[src/rtl/sec_pkg.sv]
package sec_pkg;
  typedef enum logic [1:0] {
    SQW_TICK   = 2'd0,
    SQW_FAST   = 2'd1,
    SQW_ONE_HZ = 2'd2,
    SQW_OFF    = 2'd3
  } sqw_sel_e;
endpackage

[src/rtl/sec_prescaler.sv]
module sec_prescaler #(
  parameter int FAST_BITS = 2,
  parameter int SLOW_BITS = 10
) (
  input  logic clk,
  input  logic rst,
  input  logic tick_en,
  input  logic restart_slow,
  output logic fast_tap,
  output logic slow_tap,
  output logic sec_carry
);
  localparam logic [FAST_BITS-1:0] FAST_TOP = '1;
  localparam logic [SLOW_BITS-1:0] SLOW_TOP = '1;

  logic [FAST_BITS-1:0] fast_q;
  logic [SLOW_BITS-1:0] slow_q;
  logic                 fast_wrap;

  assign fast_wrap = tick_en && (fast_q == FAST_TOP);
  assign sec_carry = fast_wrap && (slow_q == SLOW_TOP);
  assign fast_tap  = fast_q[FAST_BITS-1];
  assign slow_tap  = slow_q[SLOW_BITS-1];

  // front section: never touched by a load
  always_ff @(posedge clk) begin
    if (rst)
      fast_q <= '0;
    else if (tick_en)
      fast_q <= fast_q + 1'b1;
  end

  // back section: cleared on a count load
  always_ff @(posedge clk) begin
    if (rst)
      slow_q <= '0;
    else if (restart_slow)
      slow_q <= '0;
    else if (fast_wrap)
      slow_q <= slow_q + 1'b1;
  end


  slow_restart_chk: assert property (@(posedge clk) disable iff (rst)
    restart_slow |=> slow_q == '0);


  fast_kept_chk: assert property (@(posedge clk) disable iff (rst)
    (restart_slow && !tick_en) |=> $stable(fast_q));
endmodule

[src/rtl/sec_count_reg.sv]
module sec_count_reg #(
  parameter int CNT_W  = 32,
  parameter int DATA_W = 8,
  parameter int ADDR_W = 2
) (
  input  logic              clk,
  input  logic              rst,
  input  logic              inc,
  input  logic [ADDR_W-1:0] addr,
  input  logic              rd,
  input  logic              wr,
  input  logic [DATA_W-1:0] wdata,
  output logic [DATA_W-1:0] rdata,
  output logic              load
);
  localparam int NBYTES = CNT_W / DATA_W;
  localparam int STG_W  = CNT_W - DATA_W;
  localparam logic [ADDR_W-1:0] TOP_ADDR = ADDR_W'(NBYTES - 1);

  logic [CNT_W-1:0] count_q;
  logic [CNT_W-1:0] snap_q;
  logic [STG_W-1:0] stage_q;

  assign load = wr && (addr == TOP_ADDR);

  // staging bytes below the top byte
  for (genvar b = 0; b < NBYTES - 1; b++) begin : g_stage
    always_ff @(posedge clk) begin
      if (rst)
        stage_q[b*DATA_W +: DATA_W] <= '0;
      else if (wr && addr == ADDR_W'(b))
        stage_q[b*DATA_W +: DATA_W] <= wdata;
    end
  end

  // live count: a load wins over a carry in the same cycle
  always_ff @(posedge clk) begin
    if (rst)
      count_q <= '0;
    else if (load)
      count_q <= {wdata, stage_q};
    else if (inc)
      count_q <= count_q + 1'b1;
  end

  // holding copy and read data
  always_ff @(posedge clk) begin
    if (rst) begin
      snap_q <= '0;
      rdata  <= '0;
    end else if (rd) begin
      if (addr == '0) begin
        snap_q <= count_q;
        rdata  <= count_q[DATA_W-1:0];
      end else begin
        rdata  <= snap_q[addr*DATA_W +: DATA_W];
      end
    end
  end


  count_hold_chk: assert property (@(posedge clk) disable iff (rst)
    (!inc && !load) |=> $stable(count_q));


  count_step_chk: assert property (@(posedge clk) disable iff (rst)
    (inc && !load) |=> count_q == $past(count_q) + 1'b1);


  snap_frozen_chk: assert property (@(posedge clk) disable iff (rst)
    !(rd && addr == '0) |=> $stable(snap_q));


  stage_no_load_chk: assert property (@(posedge clk) disable iff (rst)
    (wr && addr != TOP_ADDR && !inc) |=> $stable(count_q));
endmodule

[src/rtl/sec_sqw_sel.sv]
module sec_sqw_sel
  import sec_pkg::*;
(
  input  logic       clk,
  input  logic       rst,
  input  logic       tick_en,
  input  logic       fast_tap,
  input  logic       slow_tap,
  input  logic       en,
  input  sqw_sel_e   sel,
  output logic       sqw_out
);
  logic pick;

  always_comb begin
    unique case (sel)
      SQW_TICK:   pick = tick_en;
      SQW_FAST:   pick = fast_tap;
      SQW_ONE_HZ: pick = slow_tap;
      default:    pick = 1'b0;
    endcase
  end

  always_ff @(posedge clk) begin
    if (rst)
      sqw_out <= 1'b0;
    else
      sqw_out <= en && pick;
  end


  sqw_disabled_chk: assert property (@(posedge clk) disable iff (rst)
    (!en || sel == SQW_OFF) |=> !sqw_out);


  sqw_tick_chk: assert property (@(posedge clk) disable iff (rst)
    (en && sel == SQW_TICK) |=> sqw_out == $past(tick_en));
endmodule

[src/rtl/sec_counter_top.sv]
module sec_counter_top
  import sec_pkg::*;
#(
  parameter int CNT_W     = 32,
  parameter int DATA_W    = 8,
  parameter int ADDR_W    = 2,
  parameter int FAST_BITS = 2,
  parameter int SLOW_BITS = 10
) (
  input  logic              clk,
  input  logic              rst,
  input  logic              tick_en,
  input  logic [ADDR_W-1:0] reg_addr,
  input  logic              reg_rd,
  input  logic              reg_wr,
  input  logic [DATA_W-1:0] reg_wdata,
  output logic [DATA_W-1:0] reg_rdata,
  input  logic              sqw_en,
  input  logic [1:0]        sqw_sel,
  output logic              sqw_out
);
  logic fast_tap;
  logic slow_tap;
  logic sec_carry;
  logic load;

  sec_prescaler #(
    .FAST_BITS(FAST_BITS),
    .SLOW_BITS(SLOW_BITS)
  ) u_pre (
    .clk(clk),
    .rst(rst),
    .tick_en(tick_en),
    .restart_slow(load),
    .fast_tap(fast_tap),
    .slow_tap(slow_tap),
    .sec_carry(sec_carry)
  );

  sec_count_reg #(
    .CNT_W(CNT_W),
    .DATA_W(DATA_W),
    .ADDR_W(ADDR_W)
  ) u_cnt (
    .clk(clk),
    .rst(rst),
    .inc(sec_carry),
    .addr(reg_addr),
    .rd(reg_rd),
    .wr(reg_wr),
    .wdata(reg_wdata),
    .rdata(reg_rdata),
    .load(load)
  );

  sec_sqw_sel u_sqw (
    .clk(clk),
    .rst(rst),
    .tick_en(tick_en),
    .fast_tap(fast_tap),
    .slow_tap(slow_tap),
    .en(sqw_en),
    .sel(sqw_sel_e'(sqw_sel)),
    .sqw_out(sqw_out)
  );
endmodule

[config.mk]
export PLATFORM = sky130hd
export DESIGN_NAME = sec_counter_top
export DESIGN_NICKNAME = d
export VERILOG_FILES = /design/src/rtl/sec_pkg.sv /design/src/rtl/sec_prescaler.sv /design/src/rtl/sec_count_reg.sv /design/src/rtl/sec_sqw_sel.sv /design/src/rtl/sec_counter_top.sv
export SDC_FILE = /design/constraint.sdc
export NUM_CORES = 1
export LEC_CHECK = 0
export BUFFER_PORTS_ARGS = -buffer_cell sky130_fd_sc_hd__buf_2
export CAP_MARGIN = 20
export CORE_MARGIN = 2
export CORE_UTILIZATION = 55
export DETAILED_ROUTE_END_ITERATION = 12
export GPL_TIMING_DRIVEN = 0
export PLACE_DENSITY = 0.75
export SETUP_SLACK_MARGIN = 0.1
export SLEW_MARGIN = 20
export SYNTH_ARGS = -nofsm -noshare
export SYNTH_HDL_FRONTEND = slang
export SYNTH_SLANG_ARGS = --single-unit
[constraint.sdc]
create_clock -name clk -period 2.4 [get_ports clk]
set_input_delay 0.12 -clock clk [delete_from_list [all_inputs] [get_ports clk]]
set_output_delay 0.12 -clock clk [all_outputs]
set_load 0.01 [all_outputs]
==> results.md, run 1 <==
* Status: finished, final reports clean
* Clk buf depth at 2
* Critical setup path kind: flip-flop to flip-flop
* Final hold vios at 0
* Ys async rst share at 0%
* Seq. cell area at 0.00202 sq mm
* CTS Sinks at 101
* WHS Endpoint: u_pre.fast_q[0]
* Worst-Margin Slew at around 660 ps
* Clock buffer count from CTS at 9
* Die ar. at 0.00928 sq mm
* Nets at 625
* FILL cells at between 700 and 800
* Synth cell count leaders: dfxtp_1, nand2_1, nor2_1
* Synth Net Count at about 590
* Clock Latency Late Sink at 370 ps
* RSZ-0062 raised after global routing: yes
* Distinct cells, synth at between 40 and 50
* Pins Over Slew Limit at 0
* Largest net degree at the start of global routing at 19
* Rows at 33
* Setup-failing EPs final at 0
* Crit path DAT at 2470 ps
* DR DRC count at 0
* Yosys top cell area share at a little over two fifths
* GRT met3 Usage at 6.11%
* Largest cells by area after synthesis: dfxtp_1, nand2_1, xnor2_1
* Post-synth EDFFs at 0
* Core area at 0.00826 sq mm
* Diodes inserted at 0
* Hold Crit Start: tick_en
* Slew Limit Headroom at 56.0%
* Pwr Density at 591 mW/mm^2
* Initial Util at between 50% and 60%
* CP required at around 2700 ps
* Cell type with the largest total area after synthesis: dfxtp_1
* Gr ovfl total at 0
* Share of cells above drive strength 1 at 12.0%
* Fmax achieved at around 0.46 GHz
* Dpl hpwl at 9.65 mm
* Vias at 4,346
* ANT nets after route at 0
* DIE HEIGHT at 96.3 um
* Drt via density at approximately 6
* Synthesis warning total at 0
* Maxcap violations at 0
* Hold path cells at 3
* Multi-input gate area at 0.00250 sq mm
* Worst R2R End: u_cnt.count_q[21]
* Reg2Reg Depth at 6
* FF-to-FF Start: u_pre.slow_q[0]
* Final worst-path cycle share at 90.7%
* Critical path capture point type: flip-flop
* Clock transition at the registers of the reported paths at about 100 ps
* Peak fanout along the critical path at 4
* Synth Flop Type: dfxtp_1
* Tmin final at 2180 ps
* P_leak at about 1.8 nW
* Seq cells post-synth at 101
* Worst Skew at 11.6 ps
* Fin util at 62.9%
* Placed Instance Area at 0.00494 sq mm
* Number of global-route vias before repair at 4,036
* Root Driver: clkbuf_8
* Synth Cell Area at 0.00469 sq mm
* Syn-to-layout area delta at 10.8%
* FF-to-FF setup slack at 220 ps
* Startpoint types: flip-flop
* Hold Crit Class: primary input to flip-flop
* Initial DRC count at approximately 400
* GR Util met2 at 47.0%
* H-tree depth at 3
* First-pass GRT wire length at 21.0 mm
* Postcts setup bufs at 0
* Antenna violations before repair at 0
* Detailed Routing Iterations Pass 1 at 5
* CTS tree: done
* Met1 Use GR at roughly 41%
* GR peak layer: met2
* Gp weighted congestion at a little under 1
* WL per Instance at around 19 um
* Final Routed Wirelength at 13.3 mm
* Peak supply drop at 0.408 mV
* IO Pins at 27
* Setup TNS at 0 ps
* Synth Instances at approximately 570
* GRT Total Usage at 30.4%
* Non-Filler Cell Area, Final at between 0.005 and 0.006 sq mm
* Die width at 96.3 um
* Port Buffer Count at 25
* Count leader, synth: dfxtp_1
* Sequential fraction of the synthesis area at 43.1%
* Synth Area per Inst at 8.27 sq um
==> layer usage <==
layer | share of wire (%) | up-vias
li1 | - | 2066
met1 | 42 | 2053
met2 | 46 | 186
met3 | 8.1 | 41
met4 | 3.9 | 0
met5 | 0 | -
==> worst max path at each step <==
stage,from,slack (ps),to
after floorplan,u_pre.slow_q[0],450,u_cnt.count_q[21]
after global placement,u_pre.slow_q[0],4,u_cnt.count_q[18]
after detailed placement,u_pre.slow_q[0],-50,u_cnt.count_q[18]
after CTS,u_pre.slow_q[0],130,u_cnt.count_q[0]
after global routing,u_cnt.count_q[3],90,u_cnt.count_q[18]
final,u_pre.slow_q[0],220,u_cnt.count_q[21]
==> through the flow <==
stage	hold WS [ps]	instances	total power, mW	setup WS (ps)
floorplan	257	567	1.98	452
global placement	361	697	2.08	4.10
detailed placement	364	697	2.09	-50.2
CTS	43.5	714	3.08	132
global route	48.7	714	3.18	87.9
finish	50.8	714	3.07	223
==> placed cells by master, fill, tap and decap left out, types with 19 or more instances in the layout <==
cell      Yosys  final
nand2_1      99     99
a211oi_1     21     21
buf_2         3     28
clkbuf_1     34     34
nor2_1       58     57
mux2i_1      19     19
dfxtp_1     101     99
nand3_1      22     22
xnor2_1      31     31
a21oi_1      41     41
==> layout make-up <==
type	instances	area share, %
Inverter	7	0.506
Tap cell	105	2.53
Buffer	43	3.76
Timing Repair Buffer	26	2.60
Multi-Input combinational cell	416	48.1
Clock buffer	9	2.38
Sequential cell	101	39.0
Clock inverter	7	1.11
==> kinds of logic after synthesis <==
kind of cell	share of synthesized area (%)
XOR/XNOR	6.35
flip-flops	43.1
multiplexers	5.98
buffers and inverters	4.72
AO/OA/AOI/OAI	13.5
adder cells (fa/ha/maj)	0.801
AND/OR/NAND/NOR	25.5
==> registers in the layout (all words and copies together), names as in the netlist <==
name / flops
u_cnt.rdata: 8
u_sqw.sqw_out: 1
u_cnt.count_q: 32
u_pre.slow_q: 10
u_pre.fast_q: 2
u_cnt.snap_q: 24
u_cnt.stage_q: 24
==> power by group <==
| group | internal (mW) | total, mW | leakage [nW] | switching, mW |
|---|---|---|---|---|
| Clock | 0.391 | 1.01 | 0.0881 | 0.623 |
| Combinational | 0.0976 | 0.268 | 0.913 | 0.171 |
| Sequential | 1.73 | 1.79 | 0.822 | 0.0580 |
==> worst max-delay path, cell delays in order, from the launching register on <==
cell and delay, ps:
dfxtp_2 360, ha_2 200, and4_4 260, nand2_1 120, or2_2 380, or4_1 520
a311oi_1 270
==> timing repair <==
item,CTS,global route
endpoints found under the hold margin,1,0
gates resized for setup,1,11
hold buffers,1,0
endpoints found under the setup margin,2,13
Power figures use the tool's default switching activity.
==> run 2, diff against run 1 <==
--- a/config.mk
+++ b/config.mk
@@ -11,7 +11,7 @@
 export CORE_UTILIZATION = 55
 export DETAILED_ROUTE_END_ITERATION = 12
 export GPL_TIMING_DRIVEN = 0
-export PLACE_DENSITY = 0.75
+export PLACE_DENSITY = 0.73
 export SETUP_SLACK_MARGIN = 0.1
 export SLEW_MARGIN = 20
 export SYNTH_ARGS = -nofsm -noshare
==> run 2 against run 1 <==
  * Critical path depth unchanged
  * Global-route usage up 0.068 points
  * Clock skew down 2.2 ps
  * Wire length up 1.6%
  * Sequential share of layout area about the same
  * Via count down 1.4%
  * Die area unchanged
  * Register-to-register slack worse by 70 ps
  * Count of clock-buffer cells in the layout up 2
  * Critical endpoint unchanged
  * Largest cell class unchanged
==> results.md, run 2 (synthesized netlist as in run 1, its figures left out) <==
* Status: finished, final reports clean
* Share of power burned in registers at 56.8% (-1.4 points)
* Share of cells above drive strength 1 at 11.2% (-0.82 points)
* Gp weighted congestion at 0.994 (+1.3%)
* Initial Util at 56.8% (unchanged)
* Die ar. at 0.00928 sq mm (unchanged)
* Die width at 96.3 um (unchanged)
* Pins Over Slew Limit at 0 (unchanged)
* DR DRC count at 0 (unchanged)
* Largest net degree at the start of global routing at 17 (-2)
* Root Driver: clkbuf_8
* Nets at 625 (unchanged)
* Most frequent cells in the layout: dfxtp_1, nand2_1, nor2_1, a21oi_1, clkbuf_1
* Reg2Reg Depth at 6 (unchanged)
* Combinational share of power at 8.5% (-0.2 points)
* Clk buf depth at 2 (unchanged)
* CTS tree: done
* Hold path cells at 3 (unchanged)
* Critical setup path kind: flip-flop to flip-flop
* Startpoint types: flip-flop
* Final worst-path cycle share at 93.5% (+2.8 points)
* Worst Skew at 9.36 ps (-2.24 ps)
* Top reg by flops: u_cnt.count_q
* GRT Total Usage at 30.5% (+0.068 points)
* Clock power frac at 34.7% (+1.7 points)
* H-tree depth at 3 (unchanged)
* Port Buffer Count at 25 (unchanged)
* Crit-path slowest cell: or4_1
* Peak fanout along the critical path at 4 (unchanged)
* Setup-failing EPs final at 0 (unchanged)
* RSZ-0062 raised after global routing: no
* Slew Limit Headroom at 53.4% (-2.6 points)
* Crit-path cells: ha_1 -> and4_2 -> nand2_1 -> or2_2 -> or4_1 -> a311oi_1
* Design Power at 3.15 mW (+2.6%)
* Fmax achieved at 0.446 GHz (-3.0%)
* Dpl hpwl at 9.97 mm (+3.3%)
* Pwr Density at 608 mW/mm^2 (+2.8%)
* Diodes inserted at 0 (unchanged)
* Worst R2R End: u_cnt.count_q[21]
* Syn-to-layout area delta at 10.6%
* IO Pins at 27 (unchanged)
* Final hold vios at 0 (unchanged)
* WL per Instance at 18.9 um (+1.6%)
* CP required at 2680 ps (about the same)
* Clock buffer count from CTS at 9 (unchanged)
* Vias at 4,284 (-1.4%)
* Core area at 0.00826 sq mm (unchanged)
* Switching Share at 25.7% (-2.0 points)
* FF-to-FF Start: u_pre.slow_q[1]
* Number of global-route vias before repair at 4,018 (-0.45%)
* Peak supply drop at 0.376 mV (-7.7%)
* DIE HEIGHT at 96.3 um (unchanged)
* Most common cell after layout, fill and taps aside: dfxtp_1
* FF-to-FF setup slack at 160 ps (-70 ps)
* CP peak stage delay at 530 ps (about the same)
* Postcts setup bufs at 0 (unchanged)
* Hold Crit Class: primary input to flip-flop
* Hold Crit Start: reg_wdata[4]
* Drt via density at 6.00 (-1.4%)
* Initial DRC count at 370 (-8.4%)
* First-pass GRT wire length at 21.0 mm (+0.23%)
* Antenna violations before repair at 0 (unchanged)
* Rows at 33 (unchanged)
* Final Routed Wirelength at 13.5 mm (+1.6%)
* P_leak at 1.82 nW (-0.11%)
* Gr ovfl total at 0 (unchanged)
* CTS Sinks at 101 (unchanged)
* Worst-Margin Slew at 699 ps (+39.4 ps)
* Maxcap violations at 0 (unchanged)
* Clock transition at the registers of the reported paths at 100 ps (about the same)
* Detailed Routing Iterations Pass 1 at 6 (+1)
* Critical path capture point type: flip-flop
* Crit path DAT at 2520 ps (+50 ps)
* Setup TNS at 0 ps (unchanged)
* ANT nets after route at 0 (unchanged)
* Max reg flops at 32 (unchanged)
* Largest regs: u_cnt.count_q (32), u_cnt.snap_q (24), u_cnt.stage_q (24)
* WHS Endpoint: u_cnt.stage_q[20]
* Switch Pwr at 0.811 mW (-4.8%)
* Tmin final at 2240 ps (+66.3 ps)
* Pint at 2.34 mW (+5.5%)
* Clock Latency Late Sink at 370 ps (about the same)
-- run 2: critical path, delay by kind of cell (launching register included) --
family,cells,cell delay [ps]
flops,1,370
simple gates,4,1310
fa+ha+maj,1,200
compound gates,1,260
-- run 2: worst max path at each step --
stage | startpoint | end | slack (ps) | cells past startpoint
final | u_pre.slow_q[1] | u_cnt.count_q[21] | 160 | 6
after global routing | u_pre.slow_q[1] | u_cnt.count_q[21] | 120 | 6
after CTS | u_pre.slow_q[0] | u_cnt.count_q[25] | 100 | 6
after detailed placement | u_pre.slow_q[0] | u_cnt.count_q[16] | 70 | 7
after global placement | u_pre.slow_q[0] | u_cnt.count_q[18] | 120 | 7
after floorplan | u_pre.slow_q[0] | u_cnt.count_q[21] | 450 | 6
-- run 2: per-layer routing --
metal / GRT usage, % / wire (um) / vias to the layer above
li1: - / - / 2065
met1: 41.5 / 5820 / 2002
met2: 49.4 / 6320 / 186
met3: 6.03 / 1120 / 31
met4: 8.22 / 267 / 0
met5: 0 / 0 / -
-- run 2: power by group through the flow --
stage	Clock (mW)	Sequential, mW	Combinational, mW
6_report	1.09	1.79	0.267
2_1_floorplan	0	1.81	0.168
3_3_place_gp	0	1.82	0.254
5_1_grt	1.17	1.80	0.294
3_5_place_dp	0	1.83	0.261
4_1_cts	1.11	1.79	0.263
-- run 2: timing repair --
| action | in CTS | in global routing |
|---|---|---|
| endpoints found under the hold margin | 1 | 0 |
| hold buffers | 1 | 0 |
| resized for setup | 1 | 6 |
| pin swaps | 0 | 0 |
| endpoints found under the setup margin | 2 | 11 |
-- run 2: area by class of cell --
class	count	area (sq um)
Buffer	43	195
Clock buffer	11	141
Clock inverter	5	60.1
Fill cell	778	3070
Inverter	7	26.3
Multi-Input combinational cell	416	2470
Sequential cell	101	2020
Tap cell	105	131
Timing Repair Buffer	26	135
-- run 2: stage by stage --
step | hold WS [ps] | cells | area [sq um] | utilization [%] | setup WS (ps)
2_1_floorplan | 257 | 567 | 4690 | - | 452
3_3_place_gp | 360 | 697 | 4940 | 59.9 | 119
3_5_place_dp | 360 | 697 | 4940 | 59.9 | 72.1
4_1_cts | 50.1 | 714 | 5160 | 62.5 | 100
5_1_grt | 43.2 | 714 | 5190 | 62.8 | 123
6_report | 65.1 | 714 | 5190 | 62.8 | 156
==> run 3, diff against run 2 <==
--- a/config.mk
+++ b/config.mk
@@ -11,8 +11,9 @@
 export CORE_UTILIZATION = 55
 export DETAILED_ROUTE_END_ITERATION = 12
 export GPL_TIMING_DRIVEN = 0
+export HOLD_SLACK_MARGIN = 0.05
 export PLACE_DENSITY = 0.73
-export SETUP_SLACK_MARGIN = 0.1
+export SETUP_SLACK_MARGIN = 0.2
 export SLEW_MARGIN = 20
 export SYNTH_ARGS = -nofsm -noshare
 export SYNTH_HDL_FRONTEND = slang
==> run 3 against run 2 <==
  * Worst hold slack lost 6.3 ps
  * Global-route usage increased by 0.082 points
  * Clock skew about the same
  * Non-clock buffer count up 1
  * Count of clock-buffer cells in the layout is the same
  * Wire length increased by 0.77%
  * Cell count is 0.14% higher
  * Die area unchanged
  * Cell area rose by 0.70%
  * Largest cell class unchanged
  * Critical path depth is the same
  * Fmax rose by 2.7%
  * Core utilization up 0.44 points
==> results.md, run 3 (synthesized netlist as in run 1, its figures left out) <==
* Status: finished, final reports clean
* Rows at 33 (unchanged)
* End point of the critical path: u_cnt.count_q[21]
* Dpl hpwl at 9.97 mm (unchanged)
* Combinational share of power at 8.5% (about the same)
* Vias at 4,285 (+0.023%)
* Reg2Reg Depth at 6 (unchanged)
* Peak fanout along the critical path at 4 (unchanged)
* Number of global-route vias before repair at 4,029 (+0.27%)
* ANT nets after route at 0 (unchanged)
* Share of cells above drive strength 1 at 11.8% (+0.64 points)
* Clock transition at the registers of the reported paths at 100 ps (about the same)
* DIE HEIGHT at 96.3 um (unchanged)
* Tmin final at 2190 ps (-58.6 ps)
* CTS Sinks at 101 (unchanged)
* Drt via density at 5.99 (-0.12%)
* Critical path capture point type: flip-flop
* Pwr Density at 605 mW/mm^2 (-0.48%)
* Non-Filler Cell Area, Final at 0.00522 sq mm (+0.70%)
* Largest regs: u_cnt.count_q (32), u_cnt.snap_q (24), u_cnt.stage_q (24)
* Die width at 96.3 um (unchanged)
* Detailed Routing Iterations Pass 1 at 5 (-1)
* Clock power frac at 34.7% (about the same)
* Gr ovfl total at 0 (unchanged)
* Antenna violations before repair at 0 (unchanged)
* RSZ-0062 raised after global routing: yes
* Gp weighted congestion at 0.994 (unchanged)
* Critical setup path kind: flip-flop to flip-flop
* Pint at 2.34 mW (about the same)
* Port Buffer Count at 25 (unchanged)
* WL per Instance at 19.1 um (+0.63%)
* Die ar. at 0.00928 sq mm (unchanged)
* Pins Over Slew Limit at 0 (unchanged)
* Most frequent cells in the layout: nand2_1, dfxtp_1, nor2_1, a21oi_1, clkbuf_1
* GRT Total Usage at 30.5% (+0.082 points)
* First-pass GRT wire length at 21.1 mm (+0.20%)
* Placed Instances at 697 (unchanged)
* Final worst-path cycle share at 91.0% (-2.4 points)
* Clock Latency Late Sink at 370 ps (about the same)
* Worst R2R End: u_cnt.count_q[21]
* Initial Util at 56.8% (unchanged)
* CTS tree: done
* Design Power at 3.16 mW (+0.21%)
* Share of power burned in registers at 56.7% (about the same)
* Postcts setup bufs at 0 (unchanged)
* IO Pins at 27 (unchanged)
* Final Routed Wirelength at 13.6 mm (+0.77%)
* FF-to-FF Start: u_pre.slow_q[1]
* Nets at 626 (+0.16%)
* Switching Share at 25.8% (+0.098 points)
* Top reg by flops: u_cnt.count_q
* Final hold vios at 0 (unchanged)
* DR DRC count at 0 (unchanged)
* Clk buf depth at 2 (unchanged)
* Crit-path slowest cell: or4_1
* FF-to-FF setup slack at 210 ps (+60 ps)
* Setup TNS at 0 ps (unchanged)
* Setup-failing EPs final at 0 (unchanged)
* Critical Path Start: u_pre.slow_q[1]
* WHS at 58.8 ps (-6.32 ps)
* Core area at 0.00826 sq mm (unchanged)
* Maxcap violations at 0 (unchanged)
* Fmax achieved at 0.458 GHz (+2.7%)
* CP peak stage delay at 530 ps (about the same)
* Max reg flops at 32 (unchanged)
* H-tree depth at 3 (unchanged)
* CP required at 2680 ps (about the same)
* Worst Skew at 9.54 ps (+0.178 ps)
* Peak supply drop at 0.376 mV (about the same)
* P_leak at 1.84 nW (+1.1%)
* Syn-to-layout area delta at 11.4%
* Post-Layout Cell Count at 715 (+0.14%)
* Largest net degree at the start of global routing at 17 (unchanged)
* Hold Crit Start: reg_wdata[0]
* Clock buffer count from CTS at 9 (unchanged)
* Crit path DAT at 2460 ps (-60 ps)
* Root Driver: clkbuf_8
* Placed Instance Area at 0.00494 sq mm (unchanged)
* Startpoint types: flip-flop
* Diodes inserted at 0 (unchanged)
* Slew Limit Headroom at 54.0% (+0.64 points)
* Crit-path cells: ha_2 -> and4_4 -> nand2_1 -> or2_2 -> or4_1 -> a311oi_1
* Switch Pwr at 0.816 mW (+0.59%)
* Hold Crit Class: primary input to flip-flop
* Worst-Margin Slew at 690 ps (-9.64 ps)
* Initial DRC count at 356 (-3.8%)
## run 3: cell count changes in the layout (fill, tap and decap cells not counted), sizes merged
| cell | previous run | this run |
|---|---|---|
| dlygate4sd3 | 1 | 2 |
## run 3: power groups by stage
stage	sequential, mW	combinational (mW)	clock (mW)
2_1_floorplan	1.81	0.168	0
3_3_place_gp	1.82	0.254	0
3_5_place_dp	1.83	0.261	0
4_1_cts	1.79	0.263	1.11
5_1_grt	1.80	0.295	1.17
6_report	1.79	0.269	1.10
## run 3: final cells by class
cell class / instances / area [sq um]
timing repair buffer: 27 / 145
fill: 773 / 3030
tap: 105 / 131
clock buffer: 11 / 141
inverter: 7 / 26.3
multi-input combinational: 416 / 2500
buffer: 43 / 195
clock inverter: 5 / 60.1
sequential: 101 / 2020
## run 3: how the worst min path moves through the flow
stage	end	slack, ps	depth (start not counted)
after floorplan	u_pre.fast_q[0]	260	2
after global placement	u_sqw.sqw_out	360	2
after detailed placement	u_sqw.sqw_out	360	2
after CTS	u_cnt.stage_q[16]	50	3
after global routing	u_cnt.stage_q[21]	80	3
final	u_cnt.stage_q[16]	60	3
## run 3: metrics by stage
stage                     util [%]  setup WS [ps]
after floorplan                  -            452
after global placement        59.9            119
after detailed placement      59.9           72.1
after CTS                     62.6            227
after global routing          63.3            153
final                         63.3            215
## run 3: what timing repair did
action | CTS | global route
cloned | 0 | 0
endpoints found under the hold margin | 1 | 1
endpoints found under the setup margin | 10 | 12
gates resized for setup | 5 | 8
hold buffers | 1 | 1
## run 3: layer usage
| metal | share of wire (%) | global-route usage, % | vias up |
|---|---|---|---|
| met1 | 44 | 41.3 | 2007 |
| met2 | 46 | 49.8 | 177 |
| li1 | - | - | 2068 |
| met5 | 0 | 0 | - |
| met3 | 7.7 | 6.19 | 33 |
| met4 | 2.2 | 8.22 | 0 |
## run 3: critical path, delay by kind of cell (launching register included)
kind                     cells  cell delay (ps)
AND/OR/NAND/NOR              4             1250
flip-flops                   1              370
AO/OA/AOI/OAI                1              260
adder cells (fa/ha/maj)      1              210
